<file path="config.mk">
export PLATFORM = sky130hd
export DESIGN_NAME = gpio_event_bank
export DESIGN_NICKNAME = d
export VERILOG_FILES = /design/src/rtl/gpio_event_pkg.sv /design/src/rtl/gpio_event_ctrl.sv /design/src/rtl/gpio_event_pad.sv /design/src/rtl/gpio_event_dpath.sv /design/src/rtl/gpio_event_bank.sv
export SDC_FILE = /design/constraint.sdc
export NUM_CORES = 1
export LEC_CHECK = 0
export ABC_AREA = 1
export BUFFER_PORTS_ARGS = -buffer_cell sky130_fd_sc_hd__buf_2
export CORE_UTILIZATION = 44
export CTS_BUF_LIST = sky130_fd_sc_hd__clkbuf_16
export DETAILED_ROUTE_END_ITERATION = 8
export HOLD_SLACK_MARGIN = 0.15
export PLACE_DENSITY = 0.63
export SETUP_SLACK_MARGIN = 0.1
export SLEW_MARGIN = 20
export SYNTH_ARGS = -nofsm -noshare
export SYNTH_HDL_FRONTEND = slang
export SYNTH_SLANG_ARGS = --single-unit
</file>
<file path="constraint.sdc">
create_clock -name clk -period 2.1 [get_ports clk]
set_input_delay 0.105 -clock clk [delete_from_list [all_inputs] [get_ports clk]]
set_output_delay 0.105 -clock clk [all_outputs]
set_load 0.1 [all_outputs]
</file>
<file path="src/rtl/gpio_event_pkg.sv">
package gpio_event_pkg;
  localparam int MAX_PADS = 32;
  localparam int IDX_W    = $clog2(MAX_PADS);
  localparam int DATA_W   = 32;

  typedef enum logic [1:0] {
    EV_LEVEL = 2'd0,
    EV_RISE  = 2'd1,
    EV_OFF   = 2'd2,
    EV_BOTH  = 2'd3
  } evSel_e;

  typedef enum logic [1:0] {
    RD_NONE,
    RD_CFG,
    RD_STAT,
    RD_ENA
  } rdKind_e;

  typedef struct packed {
    evSel_e     evSel;
    logic       rxInv;
    logic [3:0] mode;
    logic       rxDis;
    logic       txDis;
    logic       txState;
  } padCfg_t;

  typedef struct packed {
    logic [MAX_PADS-1:0] cfgWr;
    logic                statClr;
    logic                enaWr;
    rdKind_e             rdKind;
    logic [IDX_W-1:0]    rdIdx;
  } regStrobe_t;

  localparam padCfg_t CFG_RST = '{evSel: EV_OFF, rxInv: 1'b0, mode: 4'd0,
                                  rxDis: 1'b0, txDis: 1'b1, txState: 1'b0};

  function automatic logic [DATA_W-1:0] packCfg(padCfg_t c, logic rx);
    logic [DATA_W-1:0] w;
    w        = '0;
    w[0]     = c.txState;
    w[1]     = rx;
    w[8]     = c.txDis;
    w[9]     = c.rxDis;
    w[13:10] = c.mode;
    w[23]    = c.rxInv;
    w[26:25] = c.evSel;
    return w;
  endfunction

  function automatic padCfg_t unpackCfg(logic [DATA_W-1:0] w);
    padCfg_t c;
    c.txState = w[0];
    c.txDis   = w[8];
    c.rxDis   = w[9];
    c.mode    = w[13:10];
    c.rxInv   = w[23];
    c.evSel   = evSel_e'(w[26:25]);
    return c;
  endfunction
endpackage

</file>
<file path="src/rtl/gpio_event_ctrl.sv">
module gpio_event_ctrl
  import gpio_event_pkg::*;
#(
  parameter int NUM_PADS = 32,
  parameter int ADDR_W   = 7
) (
  input  logic              regWe,
  input  logic [ADDR_W-1:0] regAddr,
  output regStrobe_t        strb
);
  localparam logic [ADDR_W-1:0] STAT_ADDR = ADDR_W'(1) << (ADDR_W - 1);
  localparam logic [ADDR_W-1:0] ENA_ADDR  = STAT_ADDR + ADDR_W'(1);
  localparam logic [ADDR_W-1:0] PAD_LIMIT = ADDR_W'(NUM_PADS);

  always_comb begin
    strb        = '0;
    strb.rdKind = RD_NONE;
    if (regAddr < PAD_LIMIT) begin
      strb.rdKind                            = RD_CFG;
      strb.rdIdx                             = regAddr[IDX_W-1:0];
      strb.cfgWr[regAddr[IDX_W-1:0]]         = regWe;
    end else if (regAddr == STAT_ADDR) begin
      strb.rdKind  = RD_STAT;
      strb.statClr = regWe;
    end else if (regAddr == ENA_ADDR) begin
      strb.rdKind = RD_ENA;
      strb.enaWr  = regWe;
    end
  end
endmodule

</file>
<file path="src/rtl/gpio_event_pad.sv">
module gpio_event_pad
  import gpio_event_pkg::*;
(
  input  logic    clk,
  input  logic    rstN,
  input  logic    padIn,
  input  logic    cfgWr,
  input  padCfg_t wrCfg,
  output padCfg_t cfgQ,
  output logic    rxSync,
  output logic    evt,
  output logic    padOut,
  output logic    padOe
);
  logic s1Q, s2Q, prevQ;
  logic cond, condPrev, live;

  always_ff @(posedge clk or negedge rstN) begin
    if (!rstN) begin
      s1Q   <= 1'b0;
      s2Q   <= 1'b0;
      prevQ <= 1'b0;
    end else begin
      s1Q   <= padIn;
      s2Q   <= s1Q;
      prevQ <= s2Q;
    end
  end

  always_ff @(posedge clk or negedge rstN) begin
    if (!rstN)      cfgQ <= CFG_RST;
    else if (cfgWr) cfgQ <= wrCfg;
  end

  assign rxSync   = s2Q;
  assign cond     = s2Q ^ cfgQ.rxInv;
  assign condPrev = prevQ ^ cfgQ.rxInv;
  assign live     = (cfgQ.mode == 4'd0) && !cfgQ.rxDis;

  always_comb begin
    unique case (cfgQ.evSel)
      EV_LEVEL: evt = live && cond;
      EV_RISE:  evt = live && cond && !condPrev;
      EV_BOTH:  evt = live && (s2Q != prevQ);
      default:  evt = 1'b0;
    endcase
  end

  assign padOe  = (cfgQ.mode == 4'd0) && !cfgQ.txDis;
  assign padOut = padOe && cfgQ.txState;
endmodule

</file>
<file path="src/rtl/gpio_event_dpath.sv">
module gpio_event_dpath
  import gpio_event_pkg::*;
#(
  parameter int NUM_PADS = 32
) (
  input  logic                clk,
  input  logic                rstN,
  input  logic [NUM_PADS-1:0] padIn,
  input  logic [DATA_W-1:0]   regWdata,
  input  regStrobe_t          strb,
  output logic [NUM_PADS-1:0] padOut,
  output logic [NUM_PADS-1:0] padOe,
  output logic [DATA_W-1:0]   regRdata,
  output logic [NUM_PADS-1:0] statusQ,
  output logic [NUM_PADS-1:0] enableQ,
  output logic                irqQ
);
  padCfg_t             cfgArr [NUM_PADS];
  logic [NUM_PADS-1:0] rxV;
  logic [NUM_PADS-1:0] evtV;
  logic [NUM_PADS-1:0] clrMask;
  padCfg_t             wrCfg;

  assign wrCfg   = unpackCfg(regWdata);
  assign clrMask = strb.statClr ? regWdata[NUM_PADS-1:0] : '0;

  for (genvar p = 0; p < NUM_PADS; p++) begin : g_pad
    gpio_event_pad u_pad (
      .clk    (clk),
      .rstN   (rstN),
      .padIn  (padIn[p]),
      .cfgWr  (strb.cfgWr[p]),
      .wrCfg  (wrCfg),
      .cfgQ   (cfgArr[p]),
      .rxSync (rxV[p]),
      .evt    (evtV[p]),
      .padOut (padOut[p]),
      .padOe  (padOe[p])
    );
  end

  always_ff @(posedge clk or negedge rstN) begin
    if (!rstN) begin
      statusQ <= '0;
      enableQ <= '0;
      irqQ    <= 1'b0;
    end else begin
      statusQ <= (statusQ & ~clrMask) | evtV;
      if (strb.enaWr) enableQ <= regWdata[NUM_PADS-1:0];
      irqQ    <= |(statusQ & enableQ);
    end
  end

  always_comb begin
    unique case (strb.rdKind)
      RD_CFG:  regRdata = packCfg(cfgArr[strb.rdIdx], rxV[strb.rdIdx]);
      RD_STAT: regRdata = DATA_W'(statusQ);
      RD_ENA:  regRdata = DATA_W'(enableQ);
      default: regRdata = '0;
    endcase
  end
endmodule

</file>
<file path="src/rtl/gpio_event_bank.sv">
module gpio_event_bank
  import gpio_event_pkg::*;
#(
  parameter int NUM_PADS = 32,
  parameter int ADDR_W   = 7
) (
  input  logic                clk,
  input  logic                rstN,
  input  logic [NUM_PADS-1:0] padIn,
  output logic [NUM_PADS-1:0] padOut,
  output logic [NUM_PADS-1:0] padOe,
  input  logic                regWe,
  input  logic [ADDR_W-1:0]   regAddr,
  input  logic [31:0]         regWdata,
  output logic [31:0]         regRdata,
  output logic                irqOut
);
  regStrobe_t          strb;
  logic [NUM_PADS-1:0] statusQ;
  logic [NUM_PADS-1:0] enableQ;

  gpio_event_ctrl #(.NUM_PADS(NUM_PADS), .ADDR_W(ADDR_W)) u_ctrl (
    .regWe   (regWe),
    .regAddr (regAddr),
    .strb    (strb)
  );

  gpio_event_dpath #(.NUM_PADS(NUM_PADS)) u_dpath (
    .clk      (clk),
    .rstN     (rstN),
    .padIn    (padIn),
    .regWdata (regWdata),
    .strb     (strb),
    .padOut   (padOut),
    .padOe    (padOe),
    .regRdata (regRdata),
    .statusQ  (statusQ),
    .enableQ  (enableQ),
    .irqQ     (irqOut)
  );
endmodule


</file>
==> summary.txt, run 1 <==
Clocking
  • Clock latency on the worst-skew pair: 0.60 ns
  • CTS H-tree lvls: 2
  • Clk slew on worst S/H paths: 0.06 ns
  • Clk sinks: 481
  • Clock buffer depth: 3
  • CTS tree: done
  • CTS Root Cell: clkbuf_16
  • Total CTS buffers: 53

Worst setup path
  • Crit path DAT: 2.00 ns
  • FF-to-FF path depth: 4
  • Crit Path Class: flop to output port
  • CP Capture Type: output port
  • Critical Path Start Type: flop
  • CP max FO: 4
  • CP required: 2.00 ns

Floorplanning
  • Die area: 0.0534 mm2
  • Row cnt: 83
  • Initial Util: 44.8%
  • Ports: 171
  • Die Height: 231 um
  • Core ar.: 0.0515 mm2
  • Die W: 231 um

STA
  • Fin. max-slew vios: 0
  • Clk_skew: 0.0226 ns
  • Period utilisation layout: 100%
  • RSZ-0062 raised after global routing: yes
  • Worst Tran Pin Value: 0.933 ns
  • Fin. Hold Viols: 0
  • Endpoints failing setup: 1
  • Setup TNS: -0.00802 ns
  • Max-slew headroom: 37.8%
  • Final worst path period need: 2.11 ns
  • Max frequency: 474 MHz
  • Post-route setup slack: -0.00802 ns

Yosys
  • Synth Area per Inst: 8.23 um2
  • Share of the synthesized area in the top cell type: 45.2%
  • Syn Nets: 2876
  • YS warnings: 0
  • Number of synthesized register bits: 481
  • Synth cell types: 31
  • Post-synth top area cell: dfrtp_1
  • Post-synth EDFFs: 0
  • Sequential area share after synthesis: 52.5%
  • Synth cell count leaders: nand2_1, dfrtp_1, nand3_1
  • Synth Instances: 2802
  • Most used DFF post-synth: dfrtp_1
  • Synth top area cells: dfrtp_1, nand2_1, nand3_1
  • Post-synthesis async set-or-reset flop share: 100%
  • Cell Area, Synth: 0.0231 mm2
  • Cell with the most instances after synthesis: nand2_1

Power
  • Overall power: 25600 uW
  • P per Cell Area: 869 mW/mm2
  • Leak Pwr: 0.0133 uW
  • Seq pwr share: 41.5%
  • Clock power frac: 36.2%
  • Sw power: 8540 uW
  • Int Pwr: 17100 uW
  • Peak supply drop: 0.000554 V
  • Switching portion of total power: 33.4%
  • Combinational power share: 22.3%

Place
  • Placed Instance Area: 0.0254 mm2
  • DP Cell Count: 3515
  • Hpwl dp: 50.0 mm
  • Routability Congestion: 0.947
  • Setup WS pre-CTS: -0.0332 ns
  • Input/output buffers: 170

Global routing
  • Initial antenna violation count: 5
  • Largest net degree at the start of global routing: 88
  • Total track usage: 27.9%
  • Vias in the first global route: 19700
  • First-pass GRT wire length: 115 mm
  • Congestion Overflow GR: 0

Drt
  • Drt wl/cell: 19.9 um
  • Initial drt markers: 2260
  • Post-detailed-route DRC marker count: 0
  • Routed wire length: 74.4 mm
  • Final ANT Viol Nets: 0
  • Pre-antenna DRT Iters: 7
  • Vias: 20800
  • Vias per cell: 5.57

Run
  • Max-Cap Viols: 0

Final layout
  • Post-route cell area: 0.0295 mm2
  • Synth-to-layout area growth: 27.7%
  • Layout Cells excl Fill: 3740
  • Layout cell share with drive strength beyond 1: 20.8%
  • Layout Nets: 3090

Worst hold path
  • Worst hold path class: input pin to flop
  • Hold depth: 2

Outcome
  • Failing checks: negative setup slack
  • Outcome: finished with violations
[worst max-delay path: stages (launching register included)]
cell and delay [ns]:
dfstp_2 0.57, nand3_1 0.11, nand3_2 0.12, nand3_2 0.09, nand3_4 0.09, nand3_2 0.11
nand3_4 0.14, buf_12 0.18
[cell type report]
cell class	count	area (um2)
antenna	2	5.00
clock buffer	53	1330
clock inverter	44	393
fill	4586	22000
inverter	163	612
multi-input combinational	1907	9990
sequential	481	12100
tap	680	851
timing repair buffer	410	4160
[logic make-up after synthesis]
logic type | share of synthesized area (%)
buffers and inverters | 8.06
flip-flops | 52.5
AND/OR/NAND/NOR | 25.2
AO/OA/AOI/OAI | 11.8
XOR/XNOR | 2.43
[layer usage]
| layer | up-vias | global-route usage [%] | wire length [um] | share of wire, % |
|---|---|---|---|---|
| met5 | - | 0 | 12 | 0.016 |
| met2 | 874 | 43.6 | 34400 | 46 |
| met1 | 10200 | 39.4 | 32100 | 43 |
| li1 | 9598 | - | - | - |
| met3 | 145 | 4.31 | 5530 | 7.4 |
| met4 | 2 | 9.50 | 2320 | 3.1 |
[sequential cells by signal (all words and copies together) (netlist names)]
register,count
u_dpath.g_pad.u_pad.cfgQ,320
u_dpath.enableQ,32
u_dpath.g_pad.u_pad.prevQ,32
u_dpath.g_pad.u_pad.rxSync,32
u_dpath.g_pad.u_pad.s1Q,32
u_dpath.statusQ,32
u_dpath.irqQ,1
[stage by stage]
step	utilization (%)	hold slack (ns)
detailed placement	49.4	0.0558
floorplan	-	-0.191
CTS	56.2	0.154
global route	57.2	0.153
finish	57.2	0.175
global placement	49.4	0.0479
[power by group through the flow]
stage / Combinational (uW) / Sequential (uW) / Clock, uW
6_report: 5710 / 10600 / 9280
5_1_grt: 6070 / 10700 / 9830
4_1_cts: 5500 / 10600 / 9440
3_5_place_dp: 5090 / 10700 / 0
3_3_place_gp: 5030 / 10700 / 0
2_1_floorplan: 3860 / 10600 / 0
[repair_timing]
| action | CTS | global route |
|---|---|---|
| buffers inserted | 21 | 10 |
| endpoints found under the hold margin | 701 | 0 |
| hold buffers | 95 | 0 |
| pin swaps | 39 | 38 |
| gates resized for setup | 163 | 108 |
| endpoints found under the setup margin | 57 | 53 |
[final timing paths]
path | start | end | slack [ns]
max in group asynchronous | rstN | u_dpath.g_pad[21].u_pad.rxSync | 1.35
worst min register to register | u_dpath.g_pad[13].u_pad.s1Q | u_dpath.g_pad[13].u_pad.rxSync | 0.35
min in group asynchronous | rstN | u_dpath.g_pad[29].u_pad.cfgQ[8] | 0.21
worst max register to register | u_dpath.g_pad[21].u_pad.rxSync | u_dpath.statusQ[21] | 0.46
worst max-delay path | u_dpath.g_pad[9].u_pad.cfgQ[1] | regRdata[8] | -0.008
worst min-delay path | padIn[0] | u_dpath.g_pad[0].u_pad.s1Q | 0.17
[cell usage in the layout (no fill, tap or decap), types with 53 or more instances in the layout]
cell,instances
dlygate4sd3_1,94
inv_1,169
buf_12,71
buf_4,126
xor2_1,64
buf_2,75
o21ai_0,370
nand2_1,746
dfrtp_1,402
nand3_2,64
dfstp_2,64
clkbuf_16,53
nand3_1,312
nor2_1,119
(Power assumes the default switching activity.)
==> run 2, diff against run 1 <==
--- a/config.mk
+++ b/config.mk
@@ -7,11 +7,13 @@
 export LEC_CHECK = 0
 export ABC_AREA = 1
 export BUFFER_PORTS_ARGS = -buffer_cell sky130_fd_sc_hd__buf_2
-export CORE_UTILIZATION = 44
+export CELL_PAD_IN_SITES_DETAIL_PLACEMENT = 1
+export CELL_PAD_IN_SITES_GLOBAL_PLACEMENT = 2
+export CORE_UTILIZATION = 40
 export CTS_BUF_LIST = sky130_fd_sc_hd__clkbuf_16
 export DETAILED_ROUTE_END_ITERATION = 8
 export HOLD_SLACK_MARGIN = 0.15
-export PLACE_DENSITY = 0.63
+export PLACE_DENSITY = 0.88
 export SETUP_SLACK_MARGIN = 0.1
 export SLEW_MARGIN = 20
 export SYNTH_ARGS = -nofsm -noshare
==> run 2 against run 1 <==
The flow still finishes with violations (negative setup slack). Critical path depth unchanged. Register-to-register slack worse by 0.07 ns. Cell count rose by 2.9%. Flip-flop and latch count unchanged. Die area grew 9.9%. First-iteration DRC count shrank 21%. Sequential share of layout area shrank 0.28 points. Clock power fell by 1%. Total power rose by 0.59%. Critical path type unchanged. Largest cell class unchanged. Largest power group unchanged.
==> summary.txt, run 2 (synthesis gave the netlist of run 1 again) <==
Global routing
  • Largest net degree at the start of global routing: 86
  • Vias in the first global route: 21800
  • Congestion Overflow GR: 0
  • First-pass GRT wire length: 134 mm
  • Initial antenna violation count: 2
  • Total track usage: 29.5%

Place
  • Routability Congestion: 0.897
  • DP Cell Count: 3604
  • Input/output buffers: 170
  • Hpwl dp: 58.1 mm

STA
  • Clk_skew: 0.0130 ns
  • RSZ-0062 raised after global routing: yes
  • Fin. Hold Viols: 0
  • Period utilisation layout: 102%
  • Max-slew headroom: 36.0%
  • Endpoints failing setup: 1
  • Final worst path period need: 2.14 ns
  • Post-route setup slack: -0.0391 ns
  • Worst Tran Pin Value: 0.960 ns
  • Max frequency: 467 MHz
  • Fin. max-slew vios: 0
  • WHS: 0.195 ns

Power
  • Switching portion of total power: 34.4%
  • Seq pwr share: 41.3%
  • Peak supply drop: 0.000669 V
  • Clock power frac: 35.6%
  • Int Pwr: 16900 uW
  • Leak Pwr: 0.0134 uW
  • Overall power: 25700 uW
  • Sw power: 8840 uW
  • Combinational power share: 23.1%
  • P per Cell Area: 868 mW/mm2

Final layout
  • Synth-to-layout area growth: 28.6%
  • Sequential standard cell area: 0.0121 mm2
  • Most frequent cells in the layout: nand2_1, dfrtp_1, o21ai_0, nand3_1, inv_1
  • Commonest non-fill, non-tap cell in the layout: nand2_1
  • Area taken by multi-input logic gates: 0.0101 mm2
  • Layout Cells excl Fill: 3848
  • Layout Nets: 3119
  • Layout cell share with drive strength beyond 1: 21.6%
  • Biggest register: u_dpath.g_pad.u_pad.cfgQ
  • Fillers: 6533
  • Max reg flops: 320

Clocking
  • CTS Root Cell: clkbuf_16
  • Clk slew on worst S/H paths: 0.06 ns
  • Clock buffer depth: 3
  • CTS H-tree lvls: 2
  • Total CTS buffers: 54
  • CTS tree: done
  • Clk sinks: 481
  • Clock latency on the worst-skew pair: 0.60 ns

Floorplanning
  • Row cnt: 87
  • Core ar.: 0.0567 mm2
  • Die W: 242 um
  • Die Height: 242 um
  • Initial Util: 40.7%
  • Die area: 0.0586 mm2
  • Ports: 171

Drt
  • Post-detailed-route DRC marker count: 0
  • Vias per cell: 5.54
  • Routed wire length: 86.9 mm
  • Drt wl/cell: 22.6 um
  • Final ANT Viol Nets: 0
  • Vias: 21300
  • Pre-antenna DRT Iters: 5
  • Initial drt markers: 1781

Worst setup path
  • Crit-path most repeated cell: nand3_2
  • CP required: 2.00 ns
  • Reg2Reg Setup Slack: 0.39 ns
  • Cell Chain, Critical Path: nand3_1 -> nand3_2 -> nand3_2 -> nand3_2 -> nand3_4 -> nand3_4 -> buf_12
  • Crit Path Class: flop to output port
  • Slowest CP cell: dfstp_2
  • Critical Path Start Type: flop
  • CP max FO: 3
  • CP Capture Type: output port
  • Crit path DAT: 2.03 ns
  • Slowest stage delay, CP: 0.55 ns

Outcome
  • Failing checks: negative setup slack
  • Outcome: finished with violations

Run
  • Max-Cap Viols: 0

Worst hold path
  • Worst hold path class: input pin to flop
[run 2: cell count changes in the layout (fill, tap and decap cells not counted), moves of 3 or more]
| cell | before | now |
|---|---|---|
| buf_12 | 71 | 57 |
| buf_4 | 126 | 166 |
| bufinv_16 | 7 | 3 |
| clkbuf_16 | 53 | 58 |
| clkbuf_4 | 15 | 12 |
| dlygate4sd3_1 | 94 | 98 |
| inv_1 | 169 | 176 |
| inv_6 | 3 | 0 |
| nand2_1 | 746 | 737 |
| nand2_2 | 14 | 23 |
| o22ai_1 | 17 | 12 |
| o22ai_2 | 5 | 10 |
[run 2: worst max-delay path: cells and delay by family, from the launching register on]
family	cells	cell delay, ns
and+or+nand+nor	6	0.67
DFF	1	0.55
buffers and inverters	1	0.19
[run 2: layer usage]
metal | GRT usage, % | routed length, um | share of wire, % | vias to the layer above
met1 | 41.7 | 39200 | 45 | 11000
li1 | - | - | - | 9679
met3 | 3.54 | 4380 | 5.0 | 122
met4 | 7.74 | 2040 | 2.3 | 0
met5 | 0 | 0 | 0 | -
met2 | 47.9 | 41300 | 47 | 575
[run 2: power groups by stage]
stage,clock [uW],combinational (uW),sequential (uW)
after floorplan,0,3860,10600
after global placement,0,5190,10700
after detailed placement,0,5290,10800
after CTS,9290,5710,10600
after global routing,9640,6320,10700
final,9160,5960,10600
[run 2: repair_timing]
| action | 4_1_cts | 5_1_grt |
|---|---|---|
| gates resized for setup | 158 | 123 |
| endpoints found under the setup margin | 57 | 49 |
| setup buffers | 24 | 18 |
| pin swaps | 38 | 31 |
| endpoints found under the hold margin | 621 | 0 |
| cloned | 0 | 1 |
| hold buffers | 99 | 0 |
[run 2: metrics by stage]
stage / TNS, ns / setup WS [ns] / instance area (um2) / util, %
after detailed placement: -1.13 / -0.317 / 25400 / 44.9
after CTS: -0.146 / -0.0590 / 29000 / 51.1
after floorplan: -1.85 / -0.298 / 23100 / -
after global placement: -0.657 / -0.238 / 25400 / 44.9
after global routing: -0.246 / -0.0807 / 29700 / 52.3
final: -0.0391 / -0.0391 / 29700 / 52.3
[run 2: layout make-up]
| class | instances | share of cell area (%) |
|---|---|---|
| Sequential cell | 481 | 40.9 |
| Multi-Input combinational cell | 1907 | 33.9 |
| Timing Repair Buffer | 438 | 14.2 |
| Clock buffer | 57 | 4.81 |
| Tap cell | 756 | 3.19 |
| Inverter | 163 | 2.06 |
| Clock inverter | 45 | 0.924 |
| Antenna cell | 1 | 0.00844 |
[run 2: path summary, 6_finish.rpt]
check                                                     start                              end  cells after the start
worst max-delay path            u_dpath.g_pad[21].u_pad.cfgQ[1]                      regRdata[8]                      7
worst min-delay path                                  padIn[24]      u_dpath.g_pad[24].u_pad.s1Q                      2
worst max register to register  u_dpath.g_pad[18].u_pad.cfgQ[5]              u_dpath.statusQ[18]                      5
worst min register to register      u_dpath.g_pad[30].u_pad.s1Q   u_dpath.g_pad[30].u_pad.rxSync                      0
max in group asynchronous                                  rstN   u_dpath.g_pad[3].u_pad.cfgQ[1]                      4
min in group asynchronous                                  rstN  u_dpath.g_pad[29].u_pad.cfgQ[1]                      2
==> run 3, diff against run 2 <==
--- a/config.mk
+++ b/config.mk
@@ -9,6 +9,7 @@
 export BUFFER_PORTS_ARGS = -buffer_cell sky130_fd_sc_hd__buf_2
 export CELL_PAD_IN_SITES_DETAIL_PLACEMENT = 1
 export CELL_PAD_IN_SITES_GLOBAL_PLACEMENT = 2
+export CORE_ASPECT_RATIO = 0.8
 export CORE_UTILIZATION = 40
 export CTS_BUF_LIST = sky130_fd_sc_hd__clkbuf_16
 export DETAILED_ROUTE_END_ITERATION = 8
==> run 3 against run 2 <==
Critical endpoint is now regRdata[9]. Largest power group unchanged. The run still ends with negative setup slack left. Critical path depth up 2. Critical path type unchanged. Non-clock buffer count up 6. Setup slack better by 0.00058 ns.
==> summary.txt, run 3 (synthesis gave the netlist of run 1 again) <==
STA
  • Fin. max-slew vios: 0
  • Post-route setup slack: -0.0385 ns
  • Setup TNS: -0.0539 ns
  • Worst Tran Pin Value: 0.821 ns
  • Final worst path period need: 2.14 ns
  • Period utilisation layout: 102%
  • Endpoints failing setup: 3
  • Fin. Hold Viols: 0
  • RSZ-0062 raised after global routing: yes
  • Max-slew headroom: 45.3%
  • Max frequency: 468 MHz
  • Clk_skew: 0.0114 ns

Place
  • Placed Instance Area: 0.0255 mm2
  • Routability Congestion: 0.904
  • DP Cell Count: 3613
  • Input/output buffers: 170
  • Setup WS pre-CTS: -0.0990 ns
  • Hpwl dp: 57.7 mm

Drt
  • Vias: 21300
  • Routed wire length: 87.7 mm
  • Post-detailed-route DRC marker count: 0
  • Drt wl/cell: 22.8 um
  • Pre-antenna DRT Iters: 6
  • Final ANT Viol Nets: 0
  • Vias per cell: 5.54
  • Initial drt markers: 1704

Power
  • Peak supply drop: 0.000782 V
  • Overall power: 25100 uW
  • P per Cell Area: 848 mW/mm2
  • Leak Pwr: 0.0134 uW

Global routing
  • First-pass GRT wire length: 134 mm
  • Vias in the first global route: 22300
  • Largest net degree at the start of global routing: 87
  • Initial antenna violation count: 2
  • Congestion Overflow GR: 0
  • Total track usage: 29.6%

Final layout
  • Fillers: 6576
  • Commonest non-fill, non-tap cell in the layout: nand2_1
  • Layout Nets: 3122
  • Area taken by multi-input logic gates: 0.00998 mm2
  • Most frequent cells in the layout: nand2_1, dfrtp_1, o21ai_0, nand3_1, inv_1
  • # diodes: 0
  • Biggest register: u_dpath.g_pad.u_pad.cfgQ
  • Layout Cells excl Fill: 3849
  • Layout cell share with drive strength beyond 1: 20.5%
  • Max reg flops: 320
  • Synth-to-layout area growth: 28.5%
  • Sequential standard cell area: 0.0121 mm2
  • Post-route cell area: 0.0296 mm2

Clocking
  • CTS H-tree lvls: 2
  • CTS Root Cell: clkbuf_16
  • CTS tree: done
  • Clk slew on worst S/H paths: 0.06 ns
  • Clock latency on the worst-skew pair: 0.60 ns
  • Clk sinks: 481
  • Total CTS buffers: 51
  • Clock buffer depth: 3

Floorplanning
  • Core ar.: 0.0568 mm2
  • Die Height: 217 um
  • Initial Util: 40.6%
  • Die area: 0.0586 mm2
  • Ports: 171
  • Die W: 271 um
  • Row cnt: 78

Worst setup path
  • CP required: 2.00 ns
  • Crit Path Class: flop to output port
  • Crit path DAT: 2.03 ns
  • CP Capture Type: output port
  • Critical Path Start Type: flop
  • CP max FO: 3

Run
  • Max-Cap Viols: 0

Outcome
  • Failing checks: negative setup slack
  • Outcome: finished with violations

Worst hold path
  • Worst hold path class: input pin to flop
run 3: cell types whose count changed in the layout (fill, tap and decap cells not counted), sizes merged:
cell | previous run | this run
inv | 180 | 183
dlygate4sd3 | 98 | 110
clkbuf | 80 | 82
clkinvlp | 2 | 1
diode | 1 | 0
buf | 317 | 305
clkinv | 23 | 18
bufinv | 3 | 2
run 3: per-layer routing:
layer | wire [um] | share of wire, % | vias to the layer above | track usage (%)
met5 | 7 | 0.0080 | - | 0
met4 | 2070 | 2.4 | 2 | 8.49
met3 | 6170 | 7.0 | 135 | 6.28
met2 | 39700 | 45 | 654 | 46.1
met1 | 39700 | 45 | 10800 | 41.5
li1 | - | - | 9699 | -
run 3: what timing repair did:
action                     in CTS  in global routing
buffers inserted               17                 11
hold endpoints to repair      601                  0
gates resized for setup       147                130
cloned                          0                  3
hold buffers                  111                  0
setup endpoints to repair      59                 88
pin swaps                      39                 33
run 3: per-stage QoR:
stage	utilization (%)	hold WS, ns
6_report	52.2	0.181
5_1_grt	52.2	0.190
4_1_cts	50.9	0.157
3_5_place_dp	45.0	0.0267
3_3_place_gp	45.0	0.0226
2_1_floorplan	-	-0.191
run 3: worst paths after layout:
path	startpoint	to	slack [ns]	depth (start not counted)
worst max-delay path	u_dpath.g_pad[31].u_pad.cfgQ[2]	regRdata[9]	-0.04	9
worst min-delay path	padIn[12]	u_dpath.g_pad[12].u_pad.s1Q	0.18	2
worst max register to register	u_dpath.enableQ[15]	u_dpath.irqQ	0.34	6
worst min register to register	u_dpath.g_pad[24].u_pad.s1Q	u_dpath.g_pad[24].u_pad.rxSync	0.34	0
max in group asynchronous	rstN	u_dpath.g_pad[5].u_pad.cfgQ[9]	0.81	5
min in group asynchronous	rstN	u_dpath.g_pad[26].u_pad.cfgQ[1]	0.70	3
run 3: layout make-up:
class,instances,area share (%)
multi-input combinational,1907,33.7
inverter,163,2.08
sequential,481,40.9
timing repair buffer,444,14.9
clock inverter,41,0.709
clock buffer,53,4.47
tap,760,3.21
run 3: power breakdown:
part / internal, uW / switching, uW
combinational: 1670 / 4250
clock: 4750 / 3820
sequential: 10000 / 632
total: 16400 / 8700
run 3: worst max-delay path, stage by stage (launching register included):
cell	delay, ns
dfrtp_1	0.40
nand2_1	0.09
inv_1	0.04
nor2_1	0.09
nand2_1	0.11
nand3_1	0.15
nand3_1	0.11
nand3_2	0.15
nand3_4	0.11
buf_12	0.18
